--- src/rtl/fc_link_sync.sv ---
module fc_link_sync #(
  parameter int ACQ_WORDS = 3,
  parameter int LOSS_WORDS = 4,
  parameter int FORGIVE_WORDS = 2,
  parameter logic [7:0] COMMA_CODE = 8'hBC,
  localparam int AW = $clog2(ACQ_WORDS),
  localparam int VW = $clog2(LOSS_WORDS),
  localparam int GW = $clog2(FORGIVE_WORDS + 1),
  localparam int DW = 1 + ((AW > VW) ? AW : VW)
) (
  input  logic          clk,
  input  logic          rst,
  input  logic          en,
  input  logic          chr_vld,
  input  logic          chr_k,
  input  logic [7:0]    chr_data,
  input  logic          chr_cv,
  input  logic          chr_misalign,
  output logic          word_sync,
  output logic [DW-1:0] dbg_state
);

  logic [1:0]    phase;
  logic          wos, werr;
  logic [AW-1:0] cnt;
  logic [VW-1:0] viol;
  logic [GW-1:0] good;

  wire comma     = chr_k && (chr_data == COMMA_CODE);
  wire last      = (phase == 2'd3);
  wire misplaced = comma && (phase != 2'd0);
  wire realign   = !word_sync && misplaced;
  wire bad_now   = chr_cv | chr_misalign | (word_sync & misplaced);
  wire w_bad     = werr | bad_now;

  assign dbg_state = word_sync ? {1'b1, (DW-1)'(viol)} : {1'b0, (DW-1)'(cnt)};

  always_ff @(posedge clk) begin
    if (rst || !en) begin
      phase     <= '0;
      wos       <= 1'b0;
      werr      <= 1'b0;
      cnt       <= '0;
      viol      <= '0;
      good      <= '0;
      word_sync <= 1'b0;
    end else if (chr_vld) begin
      if (realign) begin
        phase <= 2'd1;
        wos   <= 1'b1;
        werr  <= chr_cv | chr_misalign;
        cnt   <= '0;
      end else begin
        phase <= phase + 2'd1;
        if (phase == 2'd0) begin
          wos  <= comma;
          werr <= bad_now;
        end else begin
          werr <= werr | bad_now;
        end
        if (last) begin
          if (!word_sync) begin
            if (w_bad || !wos) begin
              cnt <= '0;
            end else if (cnt == AW'(ACQ_WORDS - 1)) begin
              word_sync <= 1'b1;
              cnt       <= '0;
              viol      <= '0;
              good      <= '0;
            end else begin
              cnt <= cnt + AW'(1);
            end
          end else if (w_bad) begin
            good <= '0;
            if (viol == VW'(LOSS_WORDS - 1)) begin
              word_sync <= 1'b0;
              viol      <= '0;
            end else begin
              viol <= viol + VW'(1);
            end
          end else if (viol != '0) begin
            if (good == GW'(FORGIVE_WORDS - 1)) begin
              good <= '0;
              viol <= viol - VW'(1);
            end else begin
              good <= good + GW'(1);
            end
          end
        end
      end
    end
  end

endmodule

--- config.mk ---
export PLATFORM = sky130hd
export DESIGN_NAME = fc_link_sync
export DESIGN_NICKNAME = d
export VERILOG_FILES = /design/src/rtl/fc_link_sync.sv
export SDC_FILE = /design/constraint.sdc
export NUM_CORES = 1
export LEC_CHECK = 0
export BUFFER_PORTS_ARGS = -buffer_cell sky130_fd_sc_hd__buf_2
export CAP_MARGIN = 10
export CORE_MARGIN = 2
export CORE_UTILIZATION = 51
export CTS_CLUSTER_DIAMETER = 80
export DETAILED_ROUTE_END_ITERATION = 10
export PLACE_DENSITY = 0.76
export SLEW_MARGIN = 25
export SYNTH_ARGS = -nofsm -noshare
export SYNTH_HDL_FRONTEND = slang
export SYNTH_SLANG_ARGS = --single-unit
--- constraint.sdc ---
create_clock -name clk -period 2.2 [get_ports clk]
set_input_delay 0.66 -clock clk [delete_from_list [all_inputs] [get_ports clk]]
set_output_delay 0.66 -clock clk [all_outputs]
set_load 0.01 [all_outputs]
==> flow_metrics.env <==
export IMPL_status="finished clean"
export IMPL_worst_clock_skew_ps=4.46
export IMPL_n_fill_cell=129
export IMPL_ff2ff_setup_slack_ps=320
export IMPL_clkSlewWorstSetupHoldPaths_ps=70
export IMPL_grt_start_max_net_pins=13
export IMPL_clock_path_buffers=2
export IMPL_die_area_mm2=0.00184
export IMPL_post_dp_hpwl_um=1360
export IMPL_synth_top_area_share_pct=28.6
export IMPL_yosys_warnings=0
export IMPL_grt_antenna_before_repair=0
export IMPL_die_y_um=42.9
export IMPL_post_route_util_pct=63.3
export IMPL_worstPathRequired_ps=1540
export IMPL_ys_seq_elements=11
export IMPL_peakVddDrop_uv=289
export IMPL_synth_area_leaders="dfxtp_1, ha_1, nand2_1"
export IMPL_fin_hold_ws_ps=466
export IMPL_cts_root_buffer="clkbuf_4"
export IMPL_overflow=0
export IMPL_crit_type="reg2out"
export IMPL_max_clock_freq_mhz=520
export IMPL_slew_headroom_pct=70.6
export IMPL_crit_path_start="word_sync"
export IMPL_postCtsSetupRepairBufs=0
export IMPL_layout_cells_non_filler=124
export IMPL_finalSetupViolCount=0
export IMPL_rsz0062_at_grt="no"
export IMPL_min_path_type="reg2reg"
export IMPL_vias=720
export IMPL_seq_area_frac_synth_pct=28.6
export IMPL_tns_ps=0
export IMPL_layout_common_cells="buf_2, nand2_1, dfxtp_1, inv_1, buf_4"
export IMPL_p_sw_uw=108
export IMPL_place_congestion=0.940
export IMPL_grt_pass1_vias=703
export IMPL_swShare_pct=27.0
export IMPL_period_needed_ps=1920
export IMPL_crit_path_start_kind="flip-flop"
export IMPL_drive_above_1_share_pct=38.0
export IMPL_synth_area_leader_cell="dfxtp_1"
export IMPL_drtIter0Drc=7
export IMPL_power_frac_clock_pct=37.1
export IMPL_tritoncts="built"
export IMPL_numCtsBuffers=3
export IMPL_hold_path_startpoint="good[1]"
export IMPL_start_util_pct=53.0
export IMPL_worstPathArrival_ps=1260
export IMPL_ios=19
export IMPL_syn_nets=104
export IMPL_async_flop_share_pct=0
export IMPL_grtUsageTotal_pct=21.9
export IMPL_avgSynthCellArea_um2=9.07
export IMPL_htreeDepth=1
export IMPL_syn_area_um2=771
export IMPL_placement_rows=14
export IMPL_powerDensity_mw_per_mm2=436
export IMPL_antennaDiodeCount=0
export IMPL_drc_errors=0
export IMPL_internal_power_uw=292
export IMPL_portBuffers=18
export IMPL_cp_max_fo=8
export IMPL_synth_distinct_cells=41
export IMPL_cap_violations=0
export IMPL_vias_per_cell=5.81
export IMPL_synth_edf_count=0
export IMPL_leakagePower_uw=0.000400
export IMPL_routed_wl_um=1740
export IMPL_cts_resized=0
export IMPL_worst_slew_pin_transition_ps=436
export IMPL_placed_cells=120
export IMPL_wl_per_cell_um=14.1
export IMPL_synth_cells=85
export IMPL_worstSkewPairLatency_ps=290
export IMPL_endpoint_kind="output port"
export IMPL_slew_viol_final=0
export IMPL_final_common_cell="buf_2"
export IMPL_ant_nets=0
export IMPL_combPwrFrac_pct=12.4
export IMPL_reg2reg_from="phase[0]"
export IMPL_grt_first_pass_wirelength_um=2960
export IMPL_hold_buffers=0
export IMPL_firstDrtPassIters=4
export IMPL_die_w_um=42.9
export IMPL_core_mm2=0.00145
export IMPL_hold_viol=0
export IMPL_area_growth_pct=19.3
export IMPL_nets=128
export IMPL_cts_sinks=11
export IMPL_seqPwrFrac_pct=50.5
export IMPL_fin_crit_sh_pct=87.4
export IMPL_synth_flop_cell="dfxtp_1"
worst paths after layout:
check                 endpoint  depth (start not counted)
setup / recovery  dbg_state[1]                          2
setup reg to reg       viol[1]                          7
hold reg to reg        good[1]                          1
hold / removal         good[1]                          1
stage by stage:
stage	worst slack, ps	cell area (um2)	total power, uW
floorplan	150	771	236
global placement	80.1	892	255
detailed placement	32.6	892	257
CTS	280	920	401
global route	195	920	417
finish	277	920	401
flip-flops by register name, indices dropped and copies added, names as in the netlist:
signal	cells
cnt	2
good	2
phase	2
viol	2
werr	1
word_sync	1
wos	1
final cells by class:
| type | count | area, um2 | area share, % |
|---|---|---|---|
| clock buffer | 3 | 22.5 | 2.45 |
| clock inverter | 1 | 5.00 | 0.544 |
| tap | 16 | 20.0 | 2.18 |
| inverter | 5 | 18.8 | 2.04 |
| timing repair buffer | 23 | 128 | 13.9 |
| sequential | 11 | 220 | 23.9 |
| multi-input combinational | 65 | 505 | 55.0 |
routing by layer:
| metal | part of all wire [%] | routed length, um | global-route usage, % | up-vias |
|---|---|---|---|---|
| met5 | 0 | 0 | 0 | - |
| met3 | 6.9 | 121 | 5.96 | 8 |
| met1 | 42 | 731 | 25.3 | 328 |
| met4 | 3.2 | 56 | 15.0 | 0 |
| li1 | - | - | - | 359 |
| met2 | 48 | 834 | 34.8 | 25 |
cells by family after synthesis:
group,after synthesis,synth area share [%]
buf+inv,9,5.85
xor+xnor,1,1.14
compound gates,23,25.7
flops,11,28.6
mux,3,4.22
fa+ha+maj,4,6.49
simple gates,34,28.1
synth_stat cells, drive strengths merged (3+ instances only):
master / count
dfxtp: 11
nand2: 11
inv: 5
nor2: 5
ha: 4
nand2b: 4
o211ai: 3
o21ai: 3
critical path, stage by stage (launching register included):
cell     delay, ps
dfxtp_1        480
mux2_2         370
buf_2          140
power by group through the flow:
| stage | Combinational, uW | Sequential [uW] | Clock, uW |
|---|---|---|---|
| after floorplan | 29.1 | 207 | 0 |
| after global placement | 47.6 | 207 | 0 |
| after detailed placement | 49.3 | 207 | 0 |
| after CTS | 49.6 | 203 | 149 |
| after global routing | 55.3 | 203 | 159 |
| final | 49.7 | 203 | 149 |
No activity file was read; power rests on OpenSTA's default activity.
